==> src/rtl/ota_pkg.sv <==
package ota_pkg;

    parameter int TEMP_W = 13;
    localparam int QCNT_W = 3;

    typedef enum logic {
        MODE_COMP = 1'b0,
        MODE_INTR = 1'b1
    } alert_mode_e;

    typedef enum logic {
        SEEK_HIGH = 1'b0,
        SEEK_LOW  = 1'b1
    } seek_e;

    typedef struct packed {
        logic high;
        logic low;
    } cmp_flags_t;

    function automatic logic [QCNT_W-1:0] queue_depth(input logic [1:0] sel);
        logic [QCNT_W-1:0] d;
        case (sel)
            2'b00:   d = QCNT_W'(1);
            2'b01:   d = QCNT_W'(2);
            2'b10:   d = QCNT_W'(4);
            default: d = QCNT_W'(6);
        endcase
        return d;
    endfunction

endpackage

==> src/rtl/ota_classify.sv <==
module ota_classify
    import ota_pkg::*;
#(
    parameter int TW = TEMP_W
) (
    input  logic signed [TW-1:0] temp,
    input  logic signed [TW-1:0] lim_hi,
    input  logic signed [TW-1:0] lim_lo,
    output cmp_flags_t           flags
);
    always_comb begin
        flags.high = (temp >= lim_hi);
        flags.low  = (temp <  lim_lo);
    end
endmodule

==> src/rtl/ota_fault_queue.sv <==
module ota_fault_queue
    import ota_pkg::*;
#(
    parameter int CW = QCNT_W
) (
    input  logic          clk,
    input  logic          rst,
    input  logic          sample,
    input  logic          fault,
    input  logic [CW-1:0] depth,
    output logic          run_done,
    output logic [CW-1:0] count
);
    logic [CW-1:0] count_q;
    logic [CW:0]   count_inc;

    always_comb begin
        count_inc = {1'b0, count_q} + 1'b1;
        run_done  = sample && fault && (count_inc >= {1'b0, depth});
    end

    always_ff @(posedge clk) begin
        if (rst) begin
            count_q <= '0;
        end else if (sample) begin
            if (!fault || run_done) count_q <= '0;
            else                    count_q <= count_inc[CW-1:0];
        end
    end

    assign count = count_q;
endmodule

==> src/rtl/ota_alert_fsm.sv <==
module ota_alert_fsm
    import ota_pkg::*;
(
    input  logic        clk,
    input  logic        rst,
    input  alert_mode_e mode,
    input  logic        single_op,
    input  logic        sample,
    input  cmp_flags_t  flags,
    input  logic        run_done,
    input  logic        rd_strobe,
    input  logic        trig,
    output logic        fault,
    output logic        alert
);
    logic  alert_q;
    seek_e seek_q;
    logic  last_low_q;
    logic  want_high;
    logic  count_en;

    always_comb begin
        if (mode == MODE_COMP) begin
            want_high = !alert_q;
            count_en  = !(single_op && alert_q);
        end else begin
            want_high = (seek_q == SEEK_HIGH);
            count_en  = 1'b1;
        end
        fault = count_en && (want_high ? flags.high : flags.low);
    end

    always_ff @(posedge clk) begin
        if (rst) begin
            alert_q    <= 1'b0;
            seek_q     <= SEEK_HIGH;
            last_low_q <= 1'b0;
        end else begin
            if (sample) last_low_q <= flags.low;
            if (mode == MODE_COMP) begin
                seek_q <= SEEK_HIGH;
                if (run_done)
                    alert_q <= !alert_q;
                else if (single_op && trig && alert_q && last_low_q)
                    alert_q <= 1'b0;
            end else begin
                if (run_done) begin
                    alert_q <= 1'b1;
                    seek_q  <= (seek_q == SEEK_HIGH) ? SEEK_LOW : SEEK_HIGH;
                end else if (rd_strobe) begin
                    alert_q <= 1'b0;
                end
            end
        end
    end

    assign alert = alert_q;
endmodule

==> src/rtl/tempalert_top.sv <==
module tempalert_top
    import ota_pkg::*;
#(
    parameter int TW = TEMP_W
) (
    input  logic          clk,
    input  logic          rst,
    input  logic          res_valid,
    input  logic [TW-1:0] res_temp,
    input  logic [TW-1:0] lim_high,
    input  logic [TW-1:0] lim_release,
    input  logic          cfg_intr_mode,
    input  logic          cfg_active_high,
    input  logic [1:0]    cfg_queue,
    input  logic          cfg_single,
    input  logic          reg_read,
    input  logic          single_trig,
    output logic          alert_pin
);
    cmp_flags_t        flags;
    logic              fault;
    logic              run_done;
    logic              alert_st;
    logic [QCNT_W-1:0] depth;
    logic [QCNT_W-1:0] run_count;
    alert_mode_e       mode;

    assign mode  = alert_mode_e'(cfg_intr_mode);
    assign depth = queue_depth(cfg_queue);

    ota_classify #(.TW(TW)) u_cls (
        .temp   ($signed(res_temp)),
        .lim_hi ($signed(lim_high)),
        .lim_lo ($signed(lim_release)),
        .flags  (flags)
    );

    ota_fault_queue #(.CW(QCNT_W)) u_fq (
        .clk      (clk),
        .rst      (rst),
        .sample   (res_valid),
        .fault    (fault),
        .depth    (depth),
        .run_done (run_done),
        .count    (run_count)
    );

    ota_alert_fsm u_fsm (
        .clk       (clk),
        .rst       (rst),
        .mode      (mode),
        .single_op (cfg_single),
        .sample    (res_valid),
        .flags     (flags),
        .run_done  (run_done),
        .rd_strobe (reg_read),
        .trig      (single_trig),
        .fault     (fault),
        .alert     (alert_st)
    );

    assign alert_pin = cfg_active_high ? alert_st : !alert_st;
endmodule

==> config.mk <==
export PLATFORM = sky130hd
export DESIGN_NAME = tempalert_top
export DESIGN_NICKNAME = d
export VERILOG_FILES = /design/src/rtl/ota_pkg.sv /design/src/rtl/ota_classify.sv /design/src/rtl/ota_fault_queue.sv /design/src/rtl/ota_alert_fsm.sv /design/src/rtl/tempalert_top.sv
export SDC_FILE = /design/constraint.sdc
export NUM_CORES = 1
export LEC_CHECK = 0
export ABC_AREA = 1
export BUFFER_PORTS_ARGS = -buffer_cell sky130_fd_sc_hd__buf_2
export CORE_ASPECT_RATIO = 1.5
export CORE_MARGIN = 1.5
export CORE_UTILIZATION = 44
export DETAILED_ROUTE_END_ITERATION = 7
export PLACE_DENSITY = 0.77
export SLEW_MARGIN = 5
export SYNTH_ARGS = -nofsm -noshare
export SYNTH_HDL_FRONTEND = slang
export SYNTH_SLANG_ARGS = --single-unit
==> constraint.sdc <==
create_clock -name clk -period 1.6 [get_ports clk]
set_input_delay 0.24 -clock clk [delete_from_list [all_inputs] [get_ports clk]]
set_output_delay 0.24 -clock clk [all_outputs]
set_load 0.01 [all_outputs]
**Word level (Yosys, flattened, before mapping)**

Index checks and enable logic that the tools add are counted.

- Input bits: 49
- Word-level logic and storage cells: 40
- Flip-flop bits (word level): 6
- Memory bits (read-only): 0
- Bits in writable memories: 0
- Memories kept: 0
- Latch bits: 0

- Bitwise gates (word level): 2
- Multipliers: 0
- Reductions and logical operators: 15
- Eq/ne operators: 3
- Shift-type cells: 0
- Magnitude comparators: 3
- Mux-type cells: 12
- Div/mod/pow operators: 0
- $add $sub $neg: 1

Operator list:

| operator | count |
|---|---|
| 13-bit >= comparator | 1 |
| 13-bit < comparator | 1 |
| 1-bit two-way mux | 10 |
| 3-bit case mux with 3 select lines | 1 |
| 1-bit logical AND | 7 |
| 3-bit by 1-bit adder with 4-bit output, second input constant | 1 |
| 4-bit by 3-bit >= comparator with 1-bit output | 1 |
| 1-bit zero test | 3 |
| 3-bit two-way mux | 1 |
| 3-bit by 1-bit inequality test with 1-bit output, second input constant | 1 |
| 3-bit nonzero test | 1 |
| 2-bit by 1-bit == test with 1-bit output, second input constant | 1 |
| 2-bit == test, second input constant | 1 |
| 2-bit zero test | 1 |
| 1-bit NOT | 2 |
| 2-bit AND reduction | 1 |
| 2-bit OR reduction | 1 |
| 1-bit logical OR | 1 |

**Logic depth before layout (Yosys ltp)**

- Word-level depth: 8
- Gate-level depth with buffers: 15

**Cells and area by module**

Synthesis repeated with hierarchy kept, for this count alone.

- Cell total of the unflattened synthesis: 199
- Area, all modules: 1194.9 um^2

By module, submodules not included:

| module | seq. area each (um^2) | times used | cells each | area an instance (um^2) |
|---|---|---|---|---|
| ota_classify | 0.0 | 1 | 126 | 750.7 |
| ota_fault_queue | 60.1 | 1 | 34 | 232.7 |
| ota_alert_fsm | 60.1 | 1 | 31 | 181.4 |
| tempalert_top | 0.0 | 1 | 8 | 30.0 |

**Worst setup path before layout**

Ideal clock, no wire load.

- Path kind: flip-flop to flip-flop
- Start: register u_fq.count_q[0] (netlist: u_fq.count[0])
- End: register u_fsm.seek_q
- Library setup time: 0.066 ns
- Slack: -0.052 ns
- Stages on the path, launching flop included: 11
- Arrival time: 1.586 ns
- Path buffers: 0
- Cells stage by stage: dfxtp_1 ha_1 xnor2_1 inv_1 ha_1 a31o_2 a21oi_1 nor2_1 nand4_1 nand2_1 a21oi_2

- Cells in the longest elaborated chain, start to end: 3

RTL lines:

| item | line | text |
|---|---|---|
| from (decl) | ota_fault_queue.sv:14 | `logic [CW-1:0] count_q;` |
| from (signal assigned) | ota_fault_queue.sv:27 | `else count_q <= count_inc[CW-1:0];` |
| 3-bit by 1-bit adder with 4-bit output | ota_fault_queue.sv:18 | `count_inc = {1'b0, count_q} + 1'b1;` |
| 4-bit by 3-bit >= comparator with 1-bit output | ota_fault_queue.sv:19 | `run_done = sample && fault && (count_inc >= {1'b0, depth});` |
| 1-bit logical AND | ota_fault_queue.sv:19 |  |
| to (signal assigned) | ota_alert_fsm.sv:49 | `seek_q <= (seek_q == SEEK_HIGH) ? SEEK_LOW : SEEK_HIGH;` |
| to (decl) | ota_alert_fsm.sv:17 | `seek_e seek_q;` |

No other way between the ends.
A chain may end at the register's enable or synchronous reset.

**Worst setup path after layout**

- Start: register u_fq.count_q[1] (netlist: u_fq.count[1])
- End: register u_fsm.alert_q (netlist: u_fsm.alert)

- Cells in the longest elaborated chain, start to end: 5

RTL lines:

| item | line | text |
|---|---|---|
| 3-bit by 1-bit adder with 4-bit output (*) | ota_fault_queue.sv:18 |  |
| 4-bit by 3-bit >= comparator with 1-bit output (*) | ota_fault_queue.sv:19 |  |
| 1-bit logical AND (*) | ota_fault_queue.sv:19 |  |
| 3-bit by 1-bit inequality test with 1-bit output (no source line) (tied with other cells) | - |  |
| 2-bit AND reduction (no source line) / 1-bit two-way mux (equally long branches) | - |  |
| to (signal assigned) | ota_alert_fsm.sv:43 | `alert_q <= !alert_q;` |
| to (decl) | ota_alert_fsm.sv:16 | `logic alert_q;` |

Every way passes the cells marked *; elsewhere a longest branch is shown, timed or not.

==> qor.yml <==
run_status:
  outcome: "complete, but fails checks"
  violations: "setup timing"
yosys:
  ys_types: 18
  synth_top_family_by_area: "simple AND/OR/NAND/NOR gates"
  synthSimpleGateAreaFrac: 0.319
  syn_area_um2: 1190
  syn-mean-instance-area_um2: 6.05
  synth-compound-area-share: 0.0854
  ys.warnings.count: 0
  syn_inst: 196
  synth_seq_cells: 6
  synth.area.mux_share: 0
  synth_fp_nets: 274
  seq_area_frac_synth: 0.101
  synth_fa_ha_area_frac: 0.306
  synth_xor_area_frac: 0.0148
power:
  swShare: 0.386
  combPwrFrac: 0.547
  p_per_area_nw_per_um2: 416
  peakVddDrop_v: 0.000205
  p_switching_mw: 0.267
  p_leak_nw: 1.00
  internal_power_mw: 0.425
  p_clk_frac: 0.211
  power_frac_seq: 0.242
worst_hold_path:
  min_to: "u_fq.count[1]"
  min_from: "rst"
  whs_path_depth: 2
  hold_path.class: "input pin to flop"
routing:
  viasPerCell: 4.40
  vias: 1277
  first_iter_violations: 12
  drt_first_pass_iters: 4
  drc: 0
  drt-wirelength-per-cell_um: 8.73
  ant_nets: 0
  wl_um: 2530
global_routing:
  grt_max_degree: 6
  grt_pass1_wl_um: 4280
  grt_pass1_vias: 1226
  overflow: 0
  grt_usage: 0.184
  antenna_found_initial: 0
floorplan:
  io_pins: 50
  die_h_um: 66.6
  core-area_um2: 2500
  num_rows: 22
  dieArea_um2: 3020
  start_util: 0.474
  die_x_um: 45.4
final_layout:
  nFillCells: 241
  final_cell_mix: "nand2_1, inv_1, buf_2, ha_1, nand3_1"
  syn_to_final_growth_pct: 40.1
  final_common_cell: "nand2_1"
  nNetsFinal: 334
  drive_gt1_frac: 0.339
  antennaDiodeCount: 0
critical_path:
  crit_buf_inv: 1
  rrSetupSlack_ns: -0.06
  endpoint_kind: "flop"
  critPathTopFamily: "compound AO/OA/AOI/OAI gates"
  worstPathRequired_ns: 1.74
  path_cells: "ha_4, xnor2_4, inv_2, ha_4, a31o_4, a21oi_4, nor2_4, nand4_1, nand2_1, nand2_1, nor2_1"
  worst-path-stages: 11
  cp-start-kind: "flop"
  worstPathArrival_ns: 1.80
  crit_slowest_cell: "dfxtp_2"
  cp_slowest_stage_delay_ns: 0.33
  rr_startpoint: "u_fq.count[1]"
  reg2regPathDepth: 11
  critPathKind: "flop to flop"
  cp_max_fo: 3
  r2r_end: "u_fsm.alert"
sta:
  tightest_slew_ns: 0.261
  rsz0062_at_grt: "true"
  hold_slack_ns: 0.165
  layout_setup_ws_ns: -0.0620
  final_max_slew_viol_count: 0
  finalSetupViolations: 5
  final-hold-violation-count: 0
  relSlewSlack: 0.824
  finalCriticalPeriod_ns: 1.66
  setup_tns_ns: -0.187
  finClkSkew_ns: 0.00821
  fin_crit_sh: 1.04
  fmax_ghz: 0.602
placement:
  hpwl_um: 2200
  routabilityCongestion: 0.793
  place.port_buffers: 49
clocking:
  clk_pin_slew_worst_paths_ns: 0.05
  htree_levels: 1
  worstSkewPairLatency_ns: 0.25
  cts_sinks: 6
  cts_tree: "yes"
  postCtsSetupBuffers: 0
  cts_buffers: 3
  cts_hold_buf: 0
  clockRootBuffer: "clkbuf_4"
  cts_max_path_buffers: 2
flow_run:
  max_cap_viol_count: 0
cell families after synthesis:
family                   after synthesis
AND/OR/NAND/NOR                       86
buffers and inverters                 55
adder cells (fa/ha/maj)               29
AO/OA/AOI/OAI                         18
flip-flops                             6
XOR/XNOR                               2
final cells by class:
cell class,instances,area (µm²),share of cell area
clock buffers,3,22.5,0.0136
repair buffers,55,290,0.175
well taps,36,45.0,0.0271
inverters,55,206,0.124
flip-flops and latches,6,123,0.0738
multi-input cells,135,975,0.587
power by group through the flow:
stage	combinational (mW)	sequential (mW)	clock, mW
2_1_floorplan	0.216	0.170	0
3_3_place_gp	0.335	0.170	0
3_5_place_dp	0.342	0.170	0
4_1_cts	0.351	0.168	0.146
5_1_grt	0.437	0.169	0.148
6_report	0.378	0.168	0.146
state kept, by name (all words and copies together) (netlist names):
signal,flops
u_fsm.last_low_q,1
u_fsm.alert,1
u_fq.count,3
u_fsm.seek_q,1
worst register-to-register path: stages, from the launching register on:
cell     delay, ns
dfxtp_2       0.33
ha_4          0.17
xnor2_4       0.14
inv_2         0.06
ha_4          0.15
a31o_4        0.21
a21oi_4       0.15
nor2_4        0.06
nand4_1       0.10
nand2_1       0.07
nand2_1       0.06
nor2_1        0.04
cells in the mapped netlist:
library cell,number,share of area
nand2_1,53,0.17
o21ai_0,4,0.017
nor2_4,1,0.0095
nor3_1,1,0.0042
ha_1,29,0.31
nor2_1,10,0.032
nand4_1,1,0.0053
inv_1,53,0.17
nor2_2,3,0.016
dfxtp_1,6,0.10
a31o_2,1,0.0074
nand3_2,2,0.017
a21oi_1,11,0.046
inv_2,2,0.0063
nand3_1,11,0.046
nand2_2,4,0.021
a21oi_2,2,0.015
xnor2_1,2,0.015
metal layers:
layer | track usage | routed length (µm) | up-vias
met2 | 0.384 | 1530 | 28
met4 | 0.0478 | 9 | 0
met1 | 0.166 | 909 | 533
met3 | 0.0271 | 86 | 2
li1 | - | - | 714
met5 | 0 | 0 | -
worst max path at each step:
| stage | startpoint | end | slack, ns |
|---|---|---|---|
| global placement | res_temp[12] | u_fsm.alert | -0.17 |
| detailed placement | res_temp[12] | u_fsm.alert | -0.20 |
| CTS | u_fq.count[1] | u_fsm.alert | -0.04 |
| global route | u_fq.count[0] | u_fsm.alert | -0.14 |
| finish | u_fq.count[1] | u_fsm.alert | -0.06 |
| floorplan | u_fq.count[0] | u_fsm.alert | 0.005 |
metrics by stage:
step	std cells	power, mW	cell area [µm²]	util	worst slack [ns]
floorplan	196	0.387	1220	-	0.00541
global placement	287	0.505	1560	0.622	-0.175
detailed placement	287	0.513	1560	0.622	-0.201
CTS	290	0.664	1610	0.642	-0.0428
global route	290	0.754	1660	0.663	-0.141
finish	290	0.692	1660	0.663	-0.0620
what timing repair did:
action                                  in CTS  in global routing
gates resized for setup                      5                  8
endpoints found under the setup margin       5                  5
pin swaps                                    9                  9
endpoints found under the hold margin        0                  0
No activity file was read; power rests on OpenSTA's default activity.
